$ cat src/rtl/cfg_tap_pkg.sv
package cfg_tap_pkg;

  localparam int unsigned IR_W = 16;

  typedef enum logic [3:0] {
    TS_RESET, TS_IDLE,
    TS_SEL_DR, TS_CAP_DR, TS_SHF_DR, TS_EX1_DR, TS_PAU_DR, TS_EX2_DR, TS_UPD_DR,
    TS_SEL_IR, TS_CAP_IR, TS_SHF_IR, TS_EX1_IR, TS_PAU_IR, TS_EX2_IR, TS_UPD_IR
  } tap_state_e;

  typedef enum logic [2:0] {
    OP_BYPASS, OP_SAMPLE, OP_EXTEST, OP_CLAMP,
    OP_HIGHZ, OP_IDCODE, OP_USERCODE, OP_CONFIG
  } op_e;

  localparam logic [IR_W-1:0] OPC_BYPASS   = 16'hFFFF;
  localparam logic [IR_W-1:0] OPC_SAMPLE   = 16'h0001;
  localparam logic [IR_W-1:0] OPC_EXTEST   = 16'h0000;
  localparam logic [IR_W-1:0] OPC_CLAMP    = 16'h00FA;
  localparam logic [IR_W-1:0] OPC_HIGHZ    = 16'h00FC;
  localparam logic [IR_W-1:0] OPC_IDCODE   = 16'h00FE;
  localparam logic [IR_W-1:0] OPC_USERCODE = 16'h00FD;
  localparam logic [IR_W-1:0] OPC_CONFIG   = 16'h00EE;

  typedef struct packed {
    logic isc_fail;
    logic prog_fail;
    logic prog_busy;
    logic isc_active;
    logic rev_done;
  } dev_status_t;

  function automatic op_e decode_op(input logic [IR_W-1:0] code);
    case (code)
      OPC_SAMPLE:   return OP_SAMPLE;
      OPC_EXTEST:   return OP_EXTEST;
      OPC_CLAMP:    return OP_CLAMP;
      OPC_HIGHZ:    return OP_HIGHZ;
      OPC_IDCODE:   return OP_IDCODE;
      OPC_USERCODE: return OP_USERCODE;
      OPC_CONFIG:   return OP_CONFIG;
      default:      return OP_BYPASS;
    endcase
  endfunction

endpackage

$ cat src/rtl/cfg_tap_fsm.sv
module cfg_tap_fsm
  import cfg_tap_pkg::*;
(
  input  logic       tap_clk,
  input  logic       tap_rst_n,
  input  logic       tap_mode,
  output tap_state_e st
);

  tap_state_e st_nx;
  logic [2:0] ones_run;

  always_comb begin
    case (st)
      TS_RESET:  st_nx = tap_mode ? TS_RESET  : TS_IDLE;
      TS_IDLE:   st_nx = tap_mode ? TS_SEL_DR : TS_IDLE;
      TS_SEL_DR: st_nx = tap_mode ? TS_SEL_IR : TS_CAP_DR;
      TS_CAP_DR: st_nx = tap_mode ? TS_EX1_DR : TS_SHF_DR;
      TS_SHF_DR: st_nx = tap_mode ? TS_EX1_DR : TS_SHF_DR;
      TS_EX1_DR: st_nx = tap_mode ? TS_UPD_DR : TS_PAU_DR;
      TS_PAU_DR: st_nx = tap_mode ? TS_EX2_DR : TS_PAU_DR;
      TS_EX2_DR: st_nx = tap_mode ? TS_UPD_DR : TS_SHF_DR;
      TS_UPD_DR: st_nx = tap_mode ? TS_SEL_DR : TS_IDLE;
      TS_SEL_IR: st_nx = tap_mode ? TS_RESET  : TS_CAP_IR;
      TS_CAP_IR: st_nx = tap_mode ? TS_EX1_IR : TS_SHF_IR;
      TS_SHF_IR: st_nx = tap_mode ? TS_EX1_IR : TS_SHF_IR;
      TS_EX1_IR: st_nx = tap_mode ? TS_UPD_IR : TS_PAU_IR;
      TS_PAU_IR: st_nx = tap_mode ? TS_EX2_IR : TS_PAU_IR;
      TS_EX2_IR: st_nx = tap_mode ? TS_UPD_IR : TS_SHF_IR;
      TS_UPD_IR: st_nx = tap_mode ? TS_SEL_DR : TS_IDLE;
      default:   st_nx = TS_RESET;
    endcase
  end

  always_ff @(posedge tap_clk or negedge tap_rst_n) begin
    if (!tap_rst_n) st <= TS_RESET;
    else            st <= st_nx;
  end

  // run of consecutive high mode samples, saturating at five
  always_ff @(posedge tap_clk or negedge tap_rst_n) begin
    if (!tap_rst_n)        ones_run <= 3'd0;
    else if (!tap_mode)    ones_run <= 3'd0;
    else if (ones_run != 3'd5) ones_run <= ones_run + 3'd1;
  end

  AST_FIVE_ONES_RESET: assert property (@(posedge tap_clk) disable iff (!tap_rst_n)
    (ones_run == 3'd5) |-> (st == TS_RESET));

endmodule

$ cat src/rtl/cfg_tap_ir.sv
module cfg_tap_ir
  import cfg_tap_pkg::*;
(
  input  logic        tap_clk,
  input  logic        tap_rst_n,
  input  tap_state_e  st,
  input  logic        tap_din,
  input  dev_status_t stat,
  output logic        ir_so,
  output op_e         cur_op,
  output logic        upd_cfg
);

  localparam int unsigned RSV_W = IR_W - 9;

  logic [IR_W-1:0] ir_sr;
  logic [IR_W-1:0] ir_q;
  logic [IR_W-1:0] cap_word;

  always_comb begin
    cap_word = {{RSV_W{1'b0}},
                (stat.isc_fail  ? 2'b01 : 2'b10),
                (stat.prog_fail ? 2'b01 : 2'b10),
                ~stat.prog_busy,
                stat.isc_active,
                stat.rev_done,
                2'b01};
  end

  always_ff @(posedge tap_clk or negedge tap_rst_n) begin
    if (!tap_rst_n) begin
      ir_sr <= '0;
      ir_q  <= OPC_IDCODE;
    end else begin
      case (st)
        TS_RESET:  ir_q  <= OPC_IDCODE;
        TS_CAP_IR: ir_sr <= cap_word;
        TS_SHF_IR: ir_sr <= {tap_din, ir_sr[IR_W-1:1]};
        TS_UPD_IR: ir_q  <= ir_sr;
        default: ;
      endcase
    end
  end

  assign ir_so   = ir_sr[0];
  assign cur_op  = decode_op(ir_q);
  assign upd_cfg = (st == TS_UPD_IR) && (decode_op(ir_sr) == OP_CONFIG);

  AST_CAPTURE_FIXED_BITS: assert property (@(posedge tap_clk) disable iff (!tap_rst_n)
    (st == TS_CAP_IR) |=> (ir_sr[1:0] == 2'b01) && (ir_sr[IR_W-1:9] == '0));

  AST_IR_CHANGES_ON_UPDATE: assert property (@(posedge tap_clk) disable iff (!tap_rst_n)
    !$stable(ir_q) |-> ($past(st) == TS_UPD_IR || $past(st) == TS_RESET));

  AST_RESET_LOADS_ID: assert property (@(posedge tap_clk) disable iff (!tap_rst_n)
    (st == TS_RESET) |=> (ir_q == OPC_IDCODE));

endmodule

$ cat src/rtl/cfg_tap_dr.sv
module cfg_tap_dr
  import cfg_tap_pkg::*;
#(
  parameter int unsigned DR_W      = 32,
  parameter logic [31:0] ID_CODE   = 32'h0A1C_5093,
  parameter logic [31:0] USER_CODE = 32'h5EED_C0DE
) (
  input  logic       tap_clk,
  input  logic       tap_rst_n,
  input  tap_state_e st,
  input  logic       tap_din,
  input  op_e        cur_op,
  input  logic       bsr_so,
  output logic       dr_so
);

  logic [DR_W-1:0] dr_sr;
  logic            wide_path;
  logic            chain_path;

  assign wide_path  = (cur_op == OP_IDCODE) || (cur_op == OP_USERCODE);
  assign chain_path = (cur_op == OP_SAMPLE) || (cur_op == OP_EXTEST);

  always_ff @(posedge tap_clk or negedge tap_rst_n) begin
    if (!tap_rst_n) begin
      dr_sr <= '0;
    end else if (st == TS_CAP_DR) begin
      case (cur_op)
        OP_IDCODE:   dr_sr <= ID_CODE[DR_W-1:0];
        OP_USERCODE: dr_sr <= USER_CODE[DR_W-1:0];
        default:     dr_sr <= '0;
      endcase
    end else if (st == TS_SHF_DR) begin
      if (wide_path) dr_sr    <= {tap_din, dr_sr[DR_W-1:1]};
      else           dr_sr[0] <= tap_din;
    end
  end

  assign dr_so = chain_path ? bsr_so : dr_sr[0];

  AST_BYPASS_CAPTURES_ZERO: assert property (@(posedge tap_clk) disable iff (!tap_rst_n)
    (st == TS_CAP_DR && !wide_path) |=> (dr_sr[0] == 1'b0));

  AST_ID_CAPTURE: assert property (@(posedge tap_clk) disable iff (!tap_rst_n)
    (st == TS_CAP_DR && cur_op == OP_IDCODE) |=> (dr_sr == ID_CODE[DR_W-1:0]));

endmodule

$ cat src/rtl/cfg_tap_pulse.sv
module cfg_tap_pulse
  import cfg_tap_pkg::*;
(
  input  logic       tap_clk,
  input  logic       tap_rst_n,
  input  tap_state_e st,
  input  logic       upd_cfg,
  output logic       cfg_pulse
);

  logic armed;

  always_ff @(posedge tap_clk or negedge tap_rst_n) begin
    if (!tap_rst_n) begin
      armed     <= 1'b0;
      cfg_pulse <= 1'b0;
    end else begin
      cfg_pulse <= (st == TS_IDLE) && armed;
      if (st == TS_RESET)     armed <= 1'b0;
      else if (upd_cfg)       armed <= 1'b1;
      else if (st == TS_IDLE) armed <= 1'b0;
    end
  end

  AST_PULSE_ONE_CYCLE: assert property (@(posedge tap_clk) disable iff (!tap_rst_n)
    cfg_pulse |=> !cfg_pulse);

  AST_PULSE_FROM_IDLE: assert property (@(posedge tap_clk) disable iff (!tap_rst_n)
    cfg_pulse |-> ($past(st) == TS_IDLE));

endmodule

$ cat src/rtl/cfg_tap.sv
module cfg_tap
  import cfg_tap_pkg::*;
#(
  parameter int unsigned DR_W      = 32,
  parameter logic [31:0] ID_CODE   = 32'h0A1C_5093,
  parameter logic [31:0] USER_CODE = 32'h5EED_C0DE
) (
  input  logic tap_clk,
  input  logic tap_rst_n,
  input  logic tap_mode,
  input  logic tap_din,
  output logic tap_dout,
  output logic tap_dout_en,
  input  logic isc_fail,
  input  logic prog_fail,
  input  logic prog_busy,
  input  logic isc_active,
  input  logic rev_done,
  input  logic bsr_so,
  output logic bsr_sel,
  output logic bsr_drive,
  output logic hiz_req,
  output logic cfg_start_n,
  output logic rev_rst
);

  tap_state_e  st;
  dev_status_t stat;
  op_e         cur_op;
  logic        ir_so;
  logic        dr_so;
  logic        upd_cfg;
  logic        cfg_pulse;

  assign stat = '{isc_fail: isc_fail, prog_fail: prog_fail, prog_busy: prog_busy,
                  isc_active: isc_active, rev_done: rev_done};

  cfg_tap_fsm u_fsm (
    .tap_clk(tap_clk), .tap_rst_n(tap_rst_n), .tap_mode(tap_mode), .st(st)
  );

  cfg_tap_ir u_ir (
    .tap_clk(tap_clk), .tap_rst_n(tap_rst_n), .st(st), .tap_din(tap_din),
    .stat(stat), .ir_so(ir_so), .cur_op(cur_op), .upd_cfg(upd_cfg)
  );

  cfg_tap_dr #(.DR_W(DR_W), .ID_CODE(ID_CODE), .USER_CODE(USER_CODE)) u_dr (
    .tap_clk(tap_clk), .tap_rst_n(tap_rst_n), .st(st), .tap_din(tap_din),
    .cur_op(cur_op), .bsr_so(bsr_so), .dr_so(dr_so)
  );

  cfg_tap_pulse u_pulse (
    .tap_clk(tap_clk), .tap_rst_n(tap_rst_n), .st(st), .upd_cfg(upd_cfg),
    .cfg_pulse(cfg_pulse)
  );

  // serial output retimed on the falling edge
  always_ff @(negedge tap_clk or negedge tap_rst_n) begin
    if (!tap_rst_n) begin
      tap_dout    <= 1'b0;
      tap_dout_en <= 1'b0;
    end else begin
      tap_dout_en <= (st == TS_SHF_IR) || (st == TS_SHF_DR);
      tap_dout    <= (st == TS_SHF_IR) ? ir_so :
                     (st == TS_SHF_DR) ? dr_so : 1'b0;
    end
  end

  assign bsr_sel     = (cur_op == OP_SAMPLE) || (cur_op == OP_EXTEST);
  assign bsr_drive   = (cur_op == OP_EXTEST) || (cur_op == OP_CLAMP);
  assign hiz_req     = (cur_op == OP_HIGHZ);
  assign cfg_start_n = ~cfg_pulse;
  assign rev_rst     = cfg_pulse;

  AST_DOUT_EN_IN_SHIFT: assert property (@(posedge tap_clk) disable iff (!tap_rst_n)
    tap_dout_en |-> (st == TS_SHF_IR || st == TS_SHF_DR));

  AST_HIZ_EXCLUSIVE: assert property (@(posedge tap_clk) disable iff (!tap_rst_n)
    hiz_req |-> !bsr_sel && !bsr_drive);

endmodule

$ cat config.mk
export PLATFORM = sky130hd
export DESIGN_NAME = cfg_tap
export DESIGN_NICKNAME = d
export VERILOG_FILES = /design/src/rtl/cfg_tap_pkg.sv /design/src/rtl/cfg_tap_fsm.sv /design/src/rtl/cfg_tap_ir.sv /design/src/rtl/cfg_tap_dr.sv /design/src/rtl/cfg_tap_pulse.sv /design/src/rtl/cfg_tap.sv
export SDC_FILE = /design/constraint.sdc
export NUM_CORES = 1
export LEC_CHECK = 0
export BUFFER_PORTS_ARGS = -buffer_cell sky130_fd_sc_hd__buf_4
export CAP_MARGIN = 20
export CORE_ASPECT_RATIO = 0.7
export CORE_UTILIZATION = 60
export CTS_BUF_LIST = sky130_fd_sc_hd__clkbuf_16
export CTS_CLUSTER_SIZE = 12
export DETAILED_ROUTE_END_ITERATION = 16
export GPL_TIMING_DRIVEN = 0
export PLACE_DENSITY_LB_ADDON = 0.08
export SKIP_CTS_REPAIR_TIMING = 1
export SYNTH_ARGS = -nofsm -noshare
export SYNTH_HDL_FRONTEND = slang
export SYNTH_SLANG_ARGS = --single-unit
$ cat constraint.sdc
create_clock -name tap_clk -period 2.9 [get_ports tap_clk]
set_input_delay 0 -clock tap_clk [delete_from_list [all_inputs] [get_ports tap_clk]]
set_output_delay 0 -clock tap_clk [all_outputs]
set_load 0.02 [all_outputs]
### After elaboration in Yosys (flattened, before gate mapping)

Index checks and enable logic that the tools add are counted.
Widths: inputs -> output; s select.

| word-level totals | value |
|---|---|
| register bits after elaboration | 72 |
| output and inout bits | 7 |
| logic and storage cells | 93 |

| cells by class | value |
|---|---|
| bitwise logic cells | 2 |
| multiplexer cells | 30 |
| eq/ne operators | 34 |
| reductions and logical operators | 18 |

Operators with widths:

| operator | count |
|---|---|
| $eq 16x8->1 const B | 10 |
| $mux 32 | 2 |
| $pmux 16 s2 | 2 |
| $pmux 31 s2 | 1 |
| $pmux 4 s12 | 1 |
| $pmux 3 s7 | 2 |
| $eq 16x1->1 const B | 2 |
| $eq 4x4->1 const B | 8 |
| $logic_not 16->1 | 2 |
| $mux 31 | 1 |
| $eq 4x3->1 const B | 4 |
| $mux 4 | 4 |
| $eq 3x3->1 const B | 4 |
| $mux 1 | 10 |
| $mux 2 | 5 |
| $eq 4x2->1 const B | 2 |
| $reduce_bool 2->1 | 4 |
| $eq 3x2->1 const B | 2 |
| $mux 3 | 2 |
| $eq 4x1->1 const B | 1 |
| $logic_not 4->1 | 1 |
| $logic_or 1x1->1 | 4 |
| $reduce_or 2->1 | 2 |
| $eq 3x1->1 const B | 1 |
| 5 further kinds | 7 |

### Logic depth before layout (Yosys ltp)

| depth | value |
|---|---|
| depth after elaboration | 7 |
| gate-level depth with buffers | 8 |
| depth with buffers taken out | 5 |

### By module

From an unflattened synthesis, not the netlist that was laid out.

| unflattened totals | value |
|---|---|
| cells, all modules | 345 |
| area, all modules | 3,567.2 µm² |

Modules (own cells, without submodules):

| module | instances | cells an instance | area an instance (µm²) | sequential area each (µm²) |
|---|---|---|---|---|
| cfg_tap_dr | 1 | 146 | 1,589.0 | 800.8 |
| cfg_tap_ir | 1 | 139 | 1,452.6 | 809.5 |
| cfg_tap_fsm | 1 | 40 | 315.3 | 100.1 |
| cfg_tap | 1 | 13 | 122.6 | 50.0 |
| cfg_tap_pulse | 1 | 7 | 87.6 | 50.0 |

==> results.yml <==
detailed_routing:
  viasPerCell: 6.20
  via_count: 2760
  ant_nets: 0
  wl_per_cell_um: 18.0
  drtIter0Drc: 245
  drc: 0
  dr.pass1.iters: 7
  wirelength_um: 8020
clock_network:
  numClockSinks: 72
  path_clk_slew_ns: 0.06
  cts_buffer_depth: 2
  clock-root-buffer: "clkbuf_16"
  cts_tree: "yes"
  clock_latency_ns: 0.34
  cts_buffers: 9
  htreeDepth: 3
synthesis:
  avgSynthCellArea_um2: 10.0
  synth_area_um2: 3370
  yosysSeqAreaShare_pct: 53.7
  synthFlopType: "dfrtp_1"
  synth-edff-count: 0
  ys.warnings.count: 0
  synth_cell_type_count: 41
  async_reset_ff_share_pct: 100
  synth-seq-cells: 72
  syn-instance-count: 336
  syn_nets: 346
cells_and_area:
  final_cell_count_no_fill: 445
  fin_area_um2: 3970
  fin_util_pct: 74.7
  nNetsFinal: 378
  syn_to_final_growth_pct: 17.7
  antenna_cells: 0
  n_fill_cell: 378
  drive_gt1_share_pct: 18.0
power_and_ir_drop:
  power_density_nw_per_um2: 1080
  total_power_mw: 4.27
  power_leakage_nw: 1.83
  ir_drop_mv: 0.678
timing:
  drv_slew: 0
  rsz0062_at_grt: "yes"
  slew-limit-headroom_pct: 40.3
  skew_ns: 0.00561
  tightest_slew_ns: 0.896
  setup_viol: 1
  setup_ws_ns: -0.0311
  hold_viol: 3
  hold_slack_ns: -0.0347
  setup_tns_ns: -0.0311
place:
  hpwl_um: 5270
  post-place-ws_ns: -0.136
  dp_cells: 424
  io_buffer_count: 16
  place_area_um2: 3610
  gp_congestion: 0.879
worst_setup_path:
  cp-end-kind: "flop"
  rrSetupSlack_ns: -0.03
  slowest_stage: "dfrtp_1"
  r2r_cells: 5
  cpPeakStageDelay_ns: 0.42
  reg2reg_from: "u_ir.ir_q[10]$_DFFE_PN0P_"
  reg2reg_to: "tap_dout$_DFF_NN0_"
  crit_type: "reg -> reg"
  arrival_ns: 1.66
  path_max_fanout: 2
  path_cells: "nor4_4 > nand2_2 > nor2_4 > mux2i_1 > o22ai_1"
  critPathLaunchType: "flop"
  crit_required_ns: 1.63
floorplanning:
  fp.dieW_um: 91.6
  start_util_pct: 63.4
  die_height_um: 64.7
  die_area_um2: 5930
  rows: 22
  core_um2: 5310
  ios: 17
min_path:
  min_to: "u_ir.ir_sr[5]$_DFFE_PN0P_"
  min_from: "prog_fail"
  hold_class: "in -> reg"
  holdPathStages: 3
global_routing:
  antenna_found_initial: 0
  grt_pass1_vias: 2547
  gr-total-overflow: 0
  grt_usage_pct: 29.5
  grt_max_degree: 73
  grt_first_pass_wirelength_um: 12900
outcome:
  status: "finished, violations left"
  violations: "negative hold slack, negative setup slack"
flow_run:
  maxCapViolations: 0
[layout make-up]
cell class	instances	area, µm²	area share (%)
clock buffer	9	225	5.68
inverter	4	15.0	0.379
tap	72	90.1	2.27
clock inverter	7	47.5	1.20
sequential	72	1810	45.6
timing repair buffer	21	163	4.10
buffer	22	108	2.71
multi-input combinational	238	1510	38.0
[cells in the final DEF, fill, tap and decap left out, drive strengths merged, types with 7 or more instances in the layout]
| cell type | count |
|---|---|
| a21oi | 24 |
| dfrtp | 63 |
| clkbuf | 23 |
| mux2i | 18 |
| dfstp | 7 |
| buf | 27 |
| nor3 | 20 |
| nand2 | 47 |
| o21ai | 24 |
| o22a | 7 |
| a22o | 17 |
| nor2 | 26 |
[layer usage]
layer	wire [µm]	global-route usage [%]
met4	111	7.74
met3	530	10.2
met5	0	0
met1	3800	43.2
met2	3580	41.8
[flip-flops by register name, indices dropped and copies added (netlist names)]
name / cells
tap_dout_en: 1
tap_dout: 1
u_ir.ir_sr: 16
u_pulse.armed: 1
u_ir.ir_q: 16
u_fsm.st: 4
u_dr.dr_sr: 32
u_pulse.cfg_pulse: 1
[cells in the mapped netlist, types with 2 or more instances]
library cell / number / area (µm²)
o22ai_1: 4 / 25.0
nand3_1: 6 / 30.0
o31ai_1: 2 / 15.0
a21oi_2: 10 / 87.6
nand4_1: 5 / 31.3
nand2_1: 47 / 176
nor2_1: 26 / 97.6
o21ai_0: 24 / 120
nor4_1: 6 / 37.5
dfstp_2: 7 / 184
a22o_1: 17 / 149
a211oi_1: 3 / 22.5
inv_1: 4 / 15.0
nor3_1: 20 / 100
or3_1: 2 / 12.5
dfrtp_1: 63 / 1580
dfrtn_1: 2 / 50.1
o22a_1: 7 / 61.3
buf_2: 4 / 20.0
nand2b_1: 4 / 25.0
a31oi_1: 3 / 18.8
clkbuf_1: 14 / 52.6
a21oi_1: 14 / 70.1
nor2b_1: 5 / 31.3
mux2i_1: 18 / 180
o211ai_1: 2 / 15.0
buf_6: 2 / 22.5
a311oi_1: 2 / 17.5
[worst max-delay path, delay by kind of cell (launching register included)]
kind / cells / cell delay, ns
compound gates: 1 / 0.08
flops: 1 / 0.42
mux: 1 / 0.21
simple gates: 3 / 0.61
[worst max path at each step]
stage | cells after the start | endpoint | from | slack [ns]
finish | 5 | tap_dout$_DFF_NN0_ | u_ir.ir_q[10]$_DFFE_PN0P_ | -0.03
global route | 5 | tap_dout$_DFF_NN0_ | u_ir.ir_q[14]$_DFFE_PN0P_ | -0.09
global placement | 5 | tap_dout$_DFF_NN0_ | u_ir.ir_q[13]$_DFFE_PN0P_ | -0.09
detailed placement | 5 | tap_dout$_DFF_NN0_ | u_ir.ir_q[13]$_DFFE_PN0P_ | -0.14
floorplan | 5 | tap_dout$_DFF_NN0_ | u_ir.ir_q[10]$_DFFE_PN0P_ | 0.0003
CTS | 5 | tap_dout$_DFF_NN0_ | u_ir.ir_q[13]$_DFFE_PN0P_ | -0.15
[power by group]
group	leakage, nW	switching, mW	internal [mW]
registers	0.927	0.262	1.36
clock network	0.123	0.427	0.576
logic	0.781	0.986	0.662
total	1.83	1.68	2.59
[cells by family (layout without fill, tap and decap cells)]
| family | after synthesis | count (layout) | synth area share, % |
|---|---|---|---|
| DFF | 72 | 72 | 53.7 |
| buffers and inverters | 26 | 63 | 3.60 |
| muxes | 18 | 18 | 5.35 |
| and+or+nand+nor | 125 | 125 | 17.0 |
| AOI/OAI and AO/OA | 95 | 95 | 20.3 |
Power figures use the tool's default switching activity.
